`src/rtl/rngc_pkg.sv`:
```
package rngc_pkg;
    localparam int REG_W = 32;

    // register byte offsets (software decodes these)
    localparam logic [7:0] OFS_CMD  = 8'h04;
    localparam logic [7:0] OFS_CTRL = 8'h08;
    localparam logic [7:0] OFS_STAT = 8'h0C;
    localparam logic [7:0] OFS_ERR  = 8'h10;
    localparam logic [7:0] OFS_DATA = 8'h14;

    // command bits
    localparam int CMD_TEST   = 0;
    localparam int CMD_SEED   = 1;
    localparam int CMD_CLRINT = 4;
    localparam int CMD_CLRERR = 5;

    // control bits
    localparam int CTL_MDONE = 5;
    localparam int CTL_MERR  = 6;

    // status fields
    localparam int ST_TDONE  = 4;
    localparam int ST_SDONE  = 5;
    localparam int ST_LVL_LO = 8;
    localparam int ST_LVL_W  = 4;
    localparam int ST_ERR    = 16;

    // error register bit for a statistical failure
    localparam int ERR_STAT = 3;

    typedef enum logic [1:0] {
        SEQ_IDLE,
        SEQ_TEST,
        SEQ_SEED
    } seq_state_t;
endpackage

```
`src/rtl/rngc_lfsr.sv`:
```
module rngc_lfsr #(
    parameter int          WIDTH = 32,
    parameter logic [31:0] POLY  = 32'hA300_0000,
    parameter logic [31:0] INIT  = 32'h1234_5678
) (
    input  logic             clk,
    input  logic             rst_n,
    input  logic             step,
    output logic [WIDTH-1:0] value
);
    logic [WIDTH-1:0] state_q;
    logic [WIDTH-1:0] state_d;

    // Galois form, shifting right
    always_comb begin
        state_d = state_q >> 1;
        if (state_q[0]) state_d = state_d ^ POLY[WIDTH-1:0];
    end

    always_ff @(posedge clk or negedge rst_n) begin
        if (!rst_n)    state_q <= INIT[WIDTH-1:0];
        else if (step) state_q <= state_d;
    end

    assign value = state_q;
endmodule

```
`src/rtl/rngc_fifo.sv`:
```
module rngc_fifo #(
    parameter int WIDTH = 32,
    parameter int DEPTH = 16
) (
    input  logic             clk,
    input  logic             rst_n,
    input  logic             push,
    input  logic [WIDTH-1:0] push_data,
    input  logic             pop,
    output logic [WIDTH-1:0] head,
    output logic [$clog2(DEPTH+1)-1:0] count
);
    localparam int PTR_W = (DEPTH > 1) ? $clog2(DEPTH) : 1;
    localparam int CNT_W = $clog2(DEPTH+1);

    logic [WIDTH-1:0] mem [DEPTH];
    logic [PTR_W-1:0] wr_ptr, rd_ptr;

    function automatic logic [PTR_W-1:0] bump(input logic [PTR_W-1:0] p);
        return (p == PTR_W'(DEPTH-1)) ? '0 : p + 1'b1;
    endfunction

    always_ff @(posedge clk) begin
        if (push) mem[wr_ptr] <= push_data;
    end

    always_ff @(posedge clk or negedge rst_n) begin
        if (!rst_n) begin
            wr_ptr <= '0;
            rd_ptr <= '0;
            count  <= '0;
        end else begin
            if (push) wr_ptr <= bump(wr_ptr);
            if (pop)  rd_ptr <= bump(rd_ptr);
            if (push && !pop)      count <= count + 1'b1;
            else if (pop && !push) count <= count - 1'b1;
        end
    end

    assign head = mem[rd_ptr];

    logic unused_cnt_w;
    assign unused_cnt_w = (CNT_W == 0);
endmodule

```
`src/rtl/rngc_seq.sv`:
```
module rngc_seq
    import rngc_pkg::*;
#(
    parameter int TEST_CYCLES = 12,
    parameter int SEED_CYCLES = 20
) (
    input  logic clk,
    input  logic rst_n,
    input  logic go_test,
    input  logic go_seed,
    input  logic inject_err,
    output logic busy,
    output logic test_fin,
    output logic seed_ok,
    output logic seed_bad
);
    localparam int MAXC  = (TEST_CYCLES > SEED_CYCLES) ? TEST_CYCLES : SEED_CYCLES;
    localparam int CNT_W = $clog2(MAXC + 1);

    seq_state_t       state_q, state_d;
    logic [CNT_W-1:0] cnt_q, cnt_d;
    logic             bad_q, bad_d;

    // state register
    always_ff @(posedge clk or negedge rst_n) begin
        if (!rst_n) begin
            state_q <= SEQ_IDLE;
            cnt_q   <= '0;
            bad_q   <= 1'b0;
        end else begin
            state_q <= state_d;
            cnt_q   <= cnt_d;
            bad_q   <= bad_d;
        end
    end

    // transitions
    always_comb begin
        state_d = state_q;
        cnt_d   = cnt_q;
        bad_d   = bad_q;
        unique case (state_q)
            SEQ_IDLE: begin
                if (go_test) begin
                    state_d = SEQ_TEST;
                    cnt_d   = CNT_W'(TEST_CYCLES - 1);
                end else if (go_seed) begin
                    state_d = SEQ_SEED;
                    cnt_d   = CNT_W'(SEED_CYCLES - 1);
                    bad_d   = inject_err;
                end
            end
            SEQ_TEST, SEQ_SEED: begin
                if (cnt_q == '0) state_d = SEQ_IDLE;
                else             cnt_d   = cnt_q - 1'b1;
            end
            default: state_d = SEQ_IDLE;
        endcase
    end

    // outputs
    always_comb begin
        busy     = (state_q != SEQ_IDLE);
        test_fin = (state_q == SEQ_TEST) && (cnt_q == '0);
        seed_ok  = (state_q == SEQ_SEED) && (cnt_q == '0) && !bad_q;
        seed_bad = (state_q == SEQ_SEED) && (cnt_q == '0) &&  bad_q;
    end
endmodule

```
`src/rtl/rnd_gen_ctrl.sv`:
```
module rnd_gen_ctrl
    import rngc_pkg::*;
#(
    parameter int          ADDR_W      = 8,
    parameter int          WORD_W      = 32,
    parameter int          FIFO_DEPTH  = 16,
    parameter int          TEST_CYCLES = 12,
    parameter int          SEED_CYCLES = 20,
    parameter logic [31:0] LFSR_POLY   = 32'hA300_0000,
    parameter logic [31:0] LFSR_INIT   = 32'h1234_5678
) (
    input  logic              clk,
    input  logic              rst_n,
    input  logic              bus_sel,
    input  logic              bus_wr,
    input  logic [ADDR_W-1:0] bus_addr,
    input  logic [REG_W-1:0]  bus_wdata,
    output logic [REG_W-1:0]  bus_rdata,
    output logic              irq,
    input  logic              force_stat_err
);
    localparam int CNT_W   = $clog2(FIFO_DEPTH + 1);
    localparam int LVL_MAX = (1 << ST_LVL_W) - 1;

    logic wr_en, hit_cmd, hit_ctrl, hit_stat, hit_err, hit_data;
    logic cmd_wr, go_test, go_seed, clr_int_ok, clr_err;
    logic busy, test_fin, seed_ok, seed_bad;
    logic mask_done, mask_err;
    logic tdone_q, sdone_q, seeded_q;
    logic [REG_W-1:0]  err_q;
    logic [WORD_W-1:0] gen_word, fifo_head;
    logic [CNT_W-1:0]  fifo_cnt;
    logic [ST_LVL_W-1:0] lvl;
    logic fifo_push, fifo_pop;

    // decode
    assign wr_en    = bus_sel && bus_wr;
    assign hit_cmd  = (bus_addr == ADDR_W'(OFS_CMD));
    assign hit_ctrl = (bus_addr == ADDR_W'(OFS_CTRL));
    assign hit_stat = (bus_addr == ADDR_W'(OFS_STAT));
    assign hit_err  = (bus_addr == ADDR_W'(OFS_ERR));
    assign hit_data = (bus_addr == ADDR_W'(OFS_DATA));

    assign cmd_wr     = wr_en && hit_cmd;
    assign go_test    = cmd_wr && bus_wdata[CMD_TEST];
    assign go_seed    = cmd_wr && bus_wdata[CMD_SEED];
    assign clr_err    = cmd_wr && bus_wdata[CMD_CLRERR];
    assign clr_int_ok = cmd_wr && bus_wdata[CMD_CLRINT] && (err_q == '0);

    rngc_seq #(
        .TEST_CYCLES (TEST_CYCLES),
        .SEED_CYCLES (SEED_CYCLES)
    ) u_seq (
        .clk        (clk),
        .rst_n      (rst_n),
        .go_test    (go_test),
        .go_seed    (go_seed),
        .inject_err (force_stat_err),
        .busy       (busy),
        .test_fin   (test_fin),
        .seed_ok    (seed_ok),
        .seed_bad   (seed_bad)
    );

    // control register: interrupt masks, both set out of reset
    always_ff @(posedge clk or negedge rst_n) begin
        if (!rst_n) begin
            mask_done <= 1'b1;
            mask_err  <= 1'b1;
        end else if (wr_en && hit_ctrl) begin
            mask_done <= bus_wdata[CTL_MDONE];
            mask_err  <= bus_wdata[CTL_MERR];
        end
    end

    // completion and error flags; a finishing event wins over a clear
    always_ff @(posedge clk or negedge rst_n) begin
        if (!rst_n) begin
            tdone_q  <= 1'b0;
            sdone_q  <= 1'b0;
            seeded_q <= 1'b0;
            err_q    <= '0;
        end else begin
            if (clr_err || clr_int_ok) begin
                tdone_q <= 1'b0;
                sdone_q <= 1'b0;
            end
            if (clr_err)              err_q           <= '0;
            if (test_fin)             tdone_q         <= 1'b1;
            if (seed_ok || seed_bad)  sdone_q         <= 1'b1;
            if (seed_bad)             err_q[ERR_STAT] <= 1'b1;
            if (seed_ok)              seeded_q        <= 1'b1;
        end
    end

    // word buffer fed by the generator
    assign fifo_pop  = bus_sel && !bus_wr && hit_data && (fifo_cnt != '0);
    assign fifo_push = seeded_q && ((fifo_cnt < CNT_W'(FIFO_DEPTH)) || fifo_pop);

    rngc_lfsr #(
        .WIDTH (WORD_W),
        .POLY  (LFSR_POLY),
        .INIT  (LFSR_INIT)
    ) u_lfsr (
        .clk   (clk),
        .rst_n (rst_n),
        .step  (fifo_push),
        .value (gen_word)
    );

    rngc_fifo #(
        .WIDTH (WORD_W),
        .DEPTH (FIFO_DEPTH)
    ) u_fifo (
        .clk       (clk),
        .rst_n     (rst_n),
        .push      (fifo_push),
        .push_data (gen_word),
        .pop       (fifo_pop),
        .head      (fifo_head),
        .count     (fifo_cnt)
    );

    assign lvl = (fifo_cnt > CNT_W'(LVL_MAX)) ? ST_LVL_W'(LVL_MAX) : ST_LVL_W'(fifo_cnt);

    // read mux
    always_comb begin
        bus_rdata = '0;
        if (hit_ctrl) begin
            bus_rdata[CTL_MDONE] = mask_done;
            bus_rdata[CTL_MERR]  = mask_err;
        end else if (hit_stat) begin
            bus_rdata[ST_TDONE]                     = tdone_q;
            bus_rdata[ST_SDONE]                     = sdone_q;
            bus_rdata[ST_LVL_LO +: ST_LVL_W]        = lvl;
            bus_rdata[ST_ERR]                       = (err_q != '0);
        end else if (hit_err) begin
            bus_rdata = err_q;
        end else if (hit_data && fifo_cnt != '0) begin
            bus_rdata = REG_W'(fifo_head);
        end
    end

    assign irq = ((tdone_q || sdone_q) && !mask_done) || ((err_q != '0) && !mask_err);

    logic unused_wdata;
    assign unused_wdata = ^{bus_wdata, busy};
endmodule


```
`config.mk`:
```
export PLATFORM = sky130hd
export DESIGN_NAME = rnd_gen_ctrl
export DESIGN_NICKNAME = d
export VERILOG_FILES = /design/src/rtl/rngc_pkg.sv /design/src/rtl/rngc_lfsr.sv /design/src/rtl/rngc_fifo.sv /design/src/rtl/rngc_seq.sv /design/src/rtl/rnd_gen_ctrl.sv
export SDC_FILE = /design/constraint.sdc
export NUM_CORES = 1
export LEC_CHECK = 0
export ABC_AREA = 1
export BUFFER_PORTS_ARGS = -buffer_cell sky130_fd_sc_hd__buf_2
export CAP_MARGIN = 20
export CELL_PAD_IN_SITES_DETAIL_PLACEMENT = 1
export CELL_PAD_IN_SITES_GLOBAL_PLACEMENT = 1
export CORE_ASPECT_RATIO = 1.2
export CORE_MARGIN = 5
export CORE_UTILIZATION = 45
export CTS_CLUSTER_SIZE = 16
export DETAILED_ROUTE_END_ITERATION = 7
export GPL_TIMING_DRIVEN = 1
export HOLD_SLACK_MARGIN = 0.1
export PLACE_DENSITY_LB_ADDON = 0.1
export SLEW_MARGIN = 20
export SYNTH_ARGS = -nofsm -noshare
export SYNTH_HDL_FRONTEND = slang
export SYNTH_HIERARCHICAL = 1
export SYNTH_SLANG_ARGS = --single-unit
```
`constraint.sdc`:
```
create_clock -name clk -period 3.1 [get_ports clk]
set_input_delay 0.775 -clock clk [delete_from_list [all_inputs] [get_ports clk]]
set_output_delay 0.775 -clock clk [all_outputs]
set_load 0.05 [all_outputs]
```
# Word-level counts from Yosys, hierarchy flattened
# Memory sizes are Yosys's and may differ from the RTL's.
# Cells that the tools add are included.
word_totals:
  memories: 1
  romBits: 0
  ramBits: 512
  regBits: 59
  elab_cells: 113
  out_inout_bits: 33
  input_bits: 45
  latch_bits: 0
memory_table:
  columns: ["name", "words", "width", "read_ports", "rd_ports_with_merged_regs", "wr", "line", "text"]
  rows:
  - ["u_fifo.mem", 16, 32, 1, 0, 1, "rngc_fifo.sv:16", "logic [WIDTH-1:0] mem [DEPTH];"]
classes:
  n_div: 0
  n_bitwise: 2
  reduce_logical: 45
  eq_ne: 12
  n_mul: 0
  mux: 33
  add_sub_neg: 5
  magnitude_cmp: 2
  n_shift: 0
op_table:
  columns: ["op", "n"]
  rows:
  - ["$mux W32", 3]
  - ["$logic_not A32 Y1", 1]
  - ["$mux W5", 6]
  - ["$mux W4", 7]
  - ["$mux W25", 1]
  - ["$logic_and A1 B1 Y1", 21]
  - ["$eq A8 B4 Y1 const B", 2]
  - ["$eq A8 B5 Y1 const B", 2]
  - ["$mux W15", 1]
  - ["$mux W2", 6]
  - ["$pmux W5 S2", 1]
  - ["$reduce_bool A2 Y1", 5]
  - ["$sub A5 B1 Y5 const B", 2]
  - ["$add A4 B1 Y4 const B", 2]
  - ["$eq A4 B4 Y1 const B", 2]
  - ["$eq A8 B3 Y1 const B", 1]
  - ["$mux W1", 7]
  - ["$logic_not A1 Y1", 6]
  - ["$reduce_and A3 Y1", 2]
  - ["$add A5 B1 Y5 const B", 1]
  - ["$gt A5 B4 Y1 const B", 1]
  - ["$logic_not A5 Y1", 1]
  - ["$logic_or A1 B1 Y1", 5]
  - ["$lt A5 B5 Y1 const B", 1]
  - ["other kinds (12)", 12]

# Longest topological paths before layout
# Gate-level depths: netlist of the first run.
logic_depth:
  depth_word: 10
  depth_mapped: 17
  depth_no_buf: 17

# Modules after synthesis
# Netlist of the first run, hierarchy kept.
modules_own_cells:
  columns: ["module", "seq_area_each_um2", "cells_each", "instances", "area_each_um2"]
  rows:
  - ["rngc_fifo", 15700.1, 2175, 1, 22821.9]
  - ["rngc_lfsr", 817.0, 171, 1, 1520.2]
  - ["rnd_gen_ctrl", 152.6, 148, 1, 842.1]
  - ["rngc_seq", 200.2, 77, 1, 559.3]

# Worst setup path before layout of the first run
# No wires, ideal clock.
synth_timing:
  path_kind: "input -> register"
  from: "in bus_addr[7]"
  to: "mem u_fifo.mem[15][0], enable pin"
  arrival_ns: 3.369
  path_slack_ns: -0.692
  required_time_ns: 2.678
  path_stages: 8
  setup_ns: 0.422
  n_path_buf: 1
  path_cell_list: "nor2_2 > nand2_1 > nor2_8 > nand3_1 > a21oi_1 > clkbuf_1 > nand2_1 > nor2_1"
synth_between:
  elab_chain_cells: 7
synth_lines:
  columns: ["element", "line", "text"]
  rows:
  - ["start, declared", "rnd_gen_ctrl.sv:16", "input logic [ADDR_W-1:0] bus_addr,"]
  - ["$eq A8 B5 Y1", "rnd_gen_ctrl.sv:42", "assign hit_data = (bus_addr == ADDR_W'(OFS_DATA));"]
  - ["$logic_and A1 B1 Y1 (2 in a row)", "rnd_gen_ctrl.sv:97", "assign fifo_pop = bus_sel && !bus_wr && hit_data && (fifo_cnt != '0);"]
  - ["$logic_or A1 B1 Y1", "rnd_gen_ctrl.sv:98", "assign fifo_push = seeded_q && ((fifo_cnt < CNT_W'(FIFO_DEPTH)) || fifo_pop);"]
  - ["$logic_and A1 B1 Y1", "rnd_gen_ctrl.sv:98", null]
  - ["net fifo_push", "rnd_gen_ctrl.sv:34", "logic fifo_push, fifo_pop;"]
  - ["$mux W1", "rngc_fifo.sv:24", "if (push) mem[wr_ptr] <= push_data;"]
  - ["$mux W1 (implied by the code)", "rngc_fifo.sv:24", null]
  - ["end, declared", "rngc_fifo.sv:16", null]
# The timed path passes the listed nets, and every way through them passes these cells.

# Worst setup path after layout of the first run
layout_timing:
  from: "reg u_fifo.rd_ptr[0]"
  to: "out bus_rdata[10]"
layout_between:
  elab_chain_cells: 5
layout_lines:
  columns: ["element", "line", "text"]
  rows:
  - ["start, declared", "rngc_fifo.sv:17", "logic [PTR_W-1:0] wr_ptr, rd_ptr;"]
  - ["start signal, assigned", "rngc_fifo.sv:34", "if (pop) rd_ptr <= bump(rd_ptr);"]
  - ["$mem_v2 Z16 W32", null, null]
  - ["net fifo_head[10]", "rnd_gen_ctrl.sv:31", "logic [WORD_W-1:0] gen_word, fifo_head;"]
  - ["$mux W32", "rnd_gen_ctrl.sv:139", "end else if (hit_data && fifo_cnt != '0) begin"]
  - ["$mux W32", "rnd_gen_ctrl.sv:137", "end else if (hit_err) begin"]
  - ["$mux W4", "rnd_gen_ctrl.sv:132", "end else if (hit_stat) begin"]
  - ["$mux W25", "rnd_gen_ctrl.sv:129", "if (hit_ctrl) begin"]
  - ["end, declared", "rnd_gen_ctrl.sv:18", "output logic [REG_W-1:0] bus_rdata,"]
# The timed path passes the listed nets, and every way through them passes these cells.

==> results.txt, run 1 <==
Outcome - finished, violations left
Violated checks - setup timing
Cell taking the most area after synthesis - edfxtp_1
Clk_skew - 0.0251 ns
CP required - 2.32 ns
Synthesized area - 25700 µm²
CTS sink cnt - 571
Hold Path Class - input port to async pin
Kind of end point of the critical path - primary output
Hold buffer count at cts - 0
Async set-reset flop share out of synthesis - 0.103
Clock root buffer - clkbuf_16
Post-route minimum period - 3.29 ns
Die ar. - 62100 µm²
Placed Cells - 3297
Boundary Pins - 78
H-tree level count - 2
Max Transition Viols Final - 0
CP Cell Sequence - buf_12 > inv_16 > buf_12 > buf_4 > nand2_1 > nand3_1 > nand3_1 > nand3_1 > nand2_2 > nand3_1 > a21oi_2 > buf_6
Largest fanout on the critical path - 6
Largest net degree at the start of global routing - 55
EDFF count, synth - 512
CP max-delay cell - dfrtp_4
Netlist cell types - 40
Antenna violations before repair - 0
Tcrit/Tclk final - 1.06
Antenna cells - 0
Antenna-violating nets left - 0
Vias in the first global route - 19300
CP arrival - 2.51 ns
Die width - 228 µm
DP HPWL - 41900 µm
Post-synth top area share - 0.597
WHS - 0.135 ns
Avg Inst Size Synth - 10.0 µm²
# fillers - 6097
Final wirelength - 76500 µm
Finished Layout Cells - 3437
DRT iter0 DRCs - 1155
Static Leak - 0.0136 µW
Worst path most repeated cell - nand3_1
Die height - 272 µm
Row count - 96
Max-cap violations - 0
Top post-synthesis cells by area - edfxtp_1 (60%), nand2_1 (12%), nand3_1 (8.2%)
Slew @ Worst Pin - 0.720 ns
Worst relative slew slack - 0.520
Yosys reg bits - 571
Drt first pass iters - 5
Vias per inst - 5.24
Share of cells above drive strength 1 - 0.154
Clock transition at path regs - 0.06 ns
GRT Residual Overflow - 0
Fin nets - 2712
Mapped Nets - 2630
I/O Buffers - 50
# DRC - 0
Final worst slack - -0.187 ns
Crit-path max cell delay - 0.47 ns
Crit path launch type - flop
Fmax - 304 MHz
Core ar. - 56900 µm²
VDD IR-drop max - 0.466 mV
Gpl congestion - 0.831
Synth-to-layout area growth - 19.1%
First-pass GRT wire length - 115000 µm
Core Util, Final - 0.538
Max Buffers Root-to-Sink - 3
Hold Violations, Final - 0
Ys flop type - edfxtp_1
Final setup vio count - 32
Cells after Synth - 2571
CP Class - flop to primary output
Wire per inst - 22.3 µm
CTS tree - yes
RSZ-0062 raised after global routing - true
GRT Util Overall - 0.241
Seq/Total Area, Yosys - 0.655
Power, Total - 18800 µW
Worst skew pair latency - 0.62 ns
Initial core utilization - 0.452
Power per cell area - 614 nW/µm²
CTS buffer count - 58
Vias - 18000
Yosys Warn Count - 6
layout by cell type, fill, tap and decap left out, types with 3 or more instances in the layout:
| cell type | netlist | layout |
|---|---|---|
| nand2_1 | 844 | 811 |
| edfxtp_1 | 512 | 512 |
| inv_1 | 456 | 450 |
| nand3_1 | 420 | 386 |
| clkbuf_16 | 0 | 71 |
| buf_12 | 1 | 56 |
| dfrtp_1 | 44 | 40 |
| nand3_2 | 1 | 35 |
| buf_6 | 32 | 35 |
| nand2_2 | 1 | 32 |
| buf_4 | 38 | 29 |
| nor2_1 | 50 | 24 |
| nor2_4 | 4 | 21 |
| nor2_2 | 11 | 20 |
| buf_2 | 55 | 17 |
| clkbuf_1 | 14 | 15 |
| dfstp_2 | 15 | 15 |
| o21ai_0 | 13 | 13 |
| buf_16 | 0 | 13 |
| ha_1 | 13 | 13 |
| clkinv_2 | 0 | 11 |
| clkbuf_8 | 0 | 9 |
| inv_2 | 3 | 8 |
| nand2_4 | 4 | 6 |
| a21oi_2 | 0 | 4 |
| clkinv_1 | 0 | 4 |
| inv_6 | 2 | 4 |
| bufbuf_16 | 0 | 4 |
| nor3_1 | 3 | 3 |
| inv_8 | 0 | 3 |
| bufinv_16 | 0 | 3 |
| buf_8 | 1 | 3 |
| dfrtp_4 | 0 | 3 |
cells in the mapped netlist, types with 2 or more instances:
cell type	count
nor2_1	50
edfxtp_1	512
nand2_1	844
dfrtp_1	44
nor3_1	3
or2_2	2
o21ai_0	13
nand4_1	2
inv_2	3
inv_6	2
nand3_1	420
buf_2	55
xnor2_1	2
dfstp_2	15
a21oi_1	7
nand2_4	4
buf_4	38
nor2_4	4
o21ai_1	3
ha_1	13
clkbuf_1	14
nor3b_1	2
buf_1	6
buf_6	32
inv_1	456
nor2_2	11
sequential cells by signal, indices dropped and copies added, names as in the netlist:
register,count
mask_done,1
seeded_q,1
u_fifo/count,5
u_seq/state_q,2
u_lfsr/value,32
u_fifo/rd_ptr,4
u_seq/cnt_q,5
u_fifo/mem,512
err_q,1
tdone_q,1
mask_err,1
u_fifo/wr_ptr,4
u_seq/bad_q,1
sdone_q,1
where the power goes:
group,leakage (µW),switching (µW),internal (µW),total (µW)
clock,0.000961,2990,4160,7150
combinational,0.00772,1640,817,2460
sequential,0.00493,337,8880,9220
total,0.0136,4970,13900,18800
metrics by stage:
step	cell area (µm²)	setup TNS, ns	setup WS [ns]
5_1_grt	30700	-7.37	-0.305
2_1_floorplan	25800	-88.78	-0.194
3_3_place_gp	27400	0	0.0365
6_report	30700	-3.65	-0.187
4_1_cts	30200	-4.81	-0.209
3_5_place_dp	27400	-0.0371	-0.0371
critical path, delay by kind of cell, from the launching register on:
family	cells	cell delay, ns
AOI/OAI and AO/OA	1	0.16
buffers and inverters	5	0.76
DFF	1	0.47
and+or+nand+nor	6	0.50
cell type report:
cell class	instances	area (µm²)	area share
inverter	461	1760	0.0574
timing repair inverter	4	48.8	0.00159
clock buffer	87	1760	0.0573
timing repair buffer	165	2550	0.0832
multi-input combinational	1392	6550	0.213
clock inverter	22	195	0.00637
tap	735	920	0.0300
sequential	571	16900	0.551
per-layer routing:
metal / share of wire / track usage / up-vias
met5: 0 / 0 / -
met4: 0.030 / 0.0769 / 0
met3: 0.039 / 0.0362 / 135
met2: 0.52 / 0.441 / 368
met1: 0.41 / 0.294 / 9157
li1: - / - / 8363
path summary, 6_finish.rpt:
check                            startpoint               end  slack [ns]  cells after the start
min in group clk             force_stat_err       u_seq/bad_q        0.37                      2
min                                   rst_n  u_lfsr/value[11]        0.14                      1
min reg2reg                        mask_err          mask_err        0.48                      2
max in group asynchronous             rst_n   u_lfsr/value[9]        2.24                      2
max reg2reg                 u_fifo/count[0]   u_fifo/count[4]        0.63                     12
max                        u_fifo/rd_ptr[0]     bus_rdata[10]       -0.19                     12
timing repair:
item,in CTS,in global routing
endpoints found under the setup margin,32,32
cloned,15,9
buffers inserted,7,1
pin swaps,7,14
resized for setup,109,75
kinds of logic (layout without fill, tap and decap cells):
family          after synthesis  after routing  share of synthesized area
simple gates               1347           1347                      0.223
buf+inv                     608            739                      0.108
flops                       571            571                      0.655
compound gates               27             27                    0.00569
fa+ha+maj                    14             14                    0.00710
xor+xnor                      3              3                    0.00102
mux                           1              1                   0.000437
Note: power is estimated with default switching activity, not from simulation.
==> run 2: changes to the inputs <==
--- a/config.mk
+++ b/config.mk
@@ -23,3 +23,4 @@
 export SYNTH_HDL_FRONTEND = slang
 export SYNTH_HIERARCHICAL = 1
 export SYNTH_SLANG_ARGS = --single-unit
+export TNS_END_PERCENT = 1
==> run 2 against run 1 <==
Net effect:
- final cell count down 0.70%
- worst setup slack gained 0.0035 ns
- combinational power is 5% lower
- first-iteration DRC count decreased by 2.1%
- the run still ends with setup timing left
- utilization is 0.98 points lower
- final area shrank 1.8%
==> results.txt, run 2 (synthesis gave the netlist of run 1 again) <==
Most common cell after layout, fill and taps aside - nand2_1
Wire per inst - 21.9 µm
Clock transition at path regs - 0.07 ns
Net Sw Power - 4840 µW
Final wirelength - 74800 µm
WHS - 0.176 ns
Worst relative slew slack - 0.496
DRT iter0 DRCs - 1131
# fillers - 6167
Clk_skew - 0.0249 ns
GRT Util Overall - 0.238
Final setup TNS - -3.03 ns
Antenna violations before repair - 0
Clock share of power - 0.395
Crit path launch type - flop
First-pass GRT wire length - 113000 µm
Row count - 96
Power per cell area - 633 nW/µm²
VDD IR-drop max - 0.385 mV
CP Class - flop to primary output
Drt first pass iters - 5
Share of power burned in registers - 0.483
Antenna-violating nets left - 0
Boundary Pins - 78
# DRC - 0
Reg with most FFs - u_fifo/mem
Worst r2r src - u_fifo/count[0]
Final setup vio count - 32
Max Transition Viols Final - 0
Share of cells above drive strength 1 - 0.130
Initial core utilization - 0.452
Internal - 14200 µW
Logic pwr share - 0.122
Die width - 228 µm
I/O Buffers - 50
DP HPWL - 40700 µm
Die height - 272 µm
Reg2reg setup slack - 0.50 ns
Max Buffers Root-to-Sink - 3
Slew @ Worst Pin - 0.756 ns
Sw Share - 0.254
CP arrival - 2.51 ns
Fmax - 305 MHz
CTS sink cnt - 571
GRT Residual Overflow - 0
Synth-to-layout area growth - 16.9%
Finished Layout Cells - 3413
Setup WS pre-CTS - -0.0913 ns
CTS buffer count - 57
Fin nets - 2691
Final worst slack - -0.184 ns
Hold Violations, Final - 0
CP startpoint - u_fifo/rd_ptr[0]
Hold buffer count at cts - 0
RSZ-0062 raised after global routing - true
Antenna cells - 0
Hold Path Class - input port to async pin
Vias - 17900
Max-cap violations - 0
Tcrit/Tclk final - 1.06
CTS tree - yes
FF-to-FF path depth - 13
Largest net degree at the start of global routing - 48
Violated checks - setup timing
Outcome - finished, violations left
Clock root buffer - clkbuf_16
Core ar. - 56900 µm²
Kind of end point of the critical path - primary output
CP required - 2.32 ns
Static Leak - 0.0134 µW
H-tree level count - 2
Vias in the first global route - 18900
Worst skew pair latency - 0.61 ns
Die ar. - 62100 µm²
Commonest non-fill, non-tap cells in the layout - nand2_1 (830), edfxtp_1 (512), inv_1 (451), nand3_1 (409), clkbuf_16 (58)
Worst reg2reg path endpoint - u_fifo/count[4]
Max reg flops - 512
Gpl congestion - 0.834
Vias per inst - 5.25
Placed Cells - 3287
Largest fanout on the critical path - 14
Post-route minimum period - 3.28 ns
run 2: cell count changes in the layout (fill, tap and decap cells not counted), moves of 3 or more:
| cell | previous run | this run |
|---|---|---|
| clkinv_2 | 11 | 7 |
| buf_4 | 29 | 39 |
| nand2_2 | 32 | 15 |
| inv_8 | 3 | 0 |
| nand2_1 | 811 | 830 |
| bufinv_16 | 3 | 12 |
| nand3_1 | 386 | 409 |
| nand3_2 | 35 | 12 |
| buf_12 | 56 | 40 |
| clkbuf_1 | 15 | 11 |
| buf_6 | 35 | 30 |
| clkbuf_16 | 71 | 58 |
run 2: layout make-up:
| class | count | area, µm² | share of cell area |
|---|---|---|---|
| sequential | 571 | 16900 | 0.561 |
| timing repair inverter | 2 | 25.0 | 0.000831 |
| inverter | 461 | 1770 | 0.0587 |
| clock buffer | 77 | 1590 | 0.0529 |
| clock inverter | 28 | 449 | 0.0149 |
| multi-input combinational | 1392 | 6360 | 0.211 |
| tap | 735 | 920 | 0.0305 |
| timing repair buffer | 147 | 2100 | 0.0699 |
run 2: timing repair:
action                                  in CTS  in global routing
endpoints found under the hold margin        0                  0
pin swaps                                    7                  3
cloned                                      13                  1
buffers inserted                             6                  1
endpoints found under the setup margin      32                 32
gates resized for setup                    114                 15
run 2: routing by layer:
metal  track usage  wire length [µm]  vias to the layer above
li1              -                 -                     8320
met1         0.289             30500                     9036
met2         0.438             38700                      411
met3        0.0329              3320                      146
met4        0.0763              2320                        0
met5             0                 0                        -
run 2: how the worst max path moves through the flow:
| stage | end | slack [ns] |
|---|---|---|
| 6_report | bus_rdata[9] | -0.18 |
| 5_1_grt | bus_rdata[5] | -0.30 |
| 4_1_cts | bus_rdata[8] | -0.19 |
| 3_5_place_dp | u_fifo/count[4] | -0.09 |
| 3_3_place_gp | u_fifo/count[4] | 0.02 |
| 2_1_floorplan | u_fifo/mem[1][0] | -0.19 |
run 2: worst max-delay path, stage by stage, from the launching register on:
cell and delay (ns):
dfrtp_4 0.42, buf_12 0.21, inv_16 0.10, bufbuf_16 0.30, nand2_1 0.06, nand3_1 0.09
nand3_2 0.10, nand3_2 0.07, nand2_2 0.10, nand3_1 0.10, a21oi_2 0.16, buf_6 0.18
run 2: through the flow:
step / total power [µW] / cell area (µm²) / utilization
finish: 19100 / 30100 / 0.529
global route: 19800 / 30100 / 0.529
floorplan: 10700 / 25800 / -
CTS: 19200 / 30000 / 0.527
detailed placement: 11600 / 27200 / 0.477
global placement: 11500 / 27200 / 0.477
run 2: power by group through the flow:
stage | Sequential (µW) | Combinational, µW | Clock (µW)
3_5_place_dp | 9370 | 2190 | 0
3_3_place_gp | 9340 | 2110 | 0
4_1_cts | 9210 | 2340 | 7670
5_1_grt | 9250 | 2560 | 8020
6_report | 9200 | 2330 | 7520
2_1_floorplan | 9190 | 1510 | 0
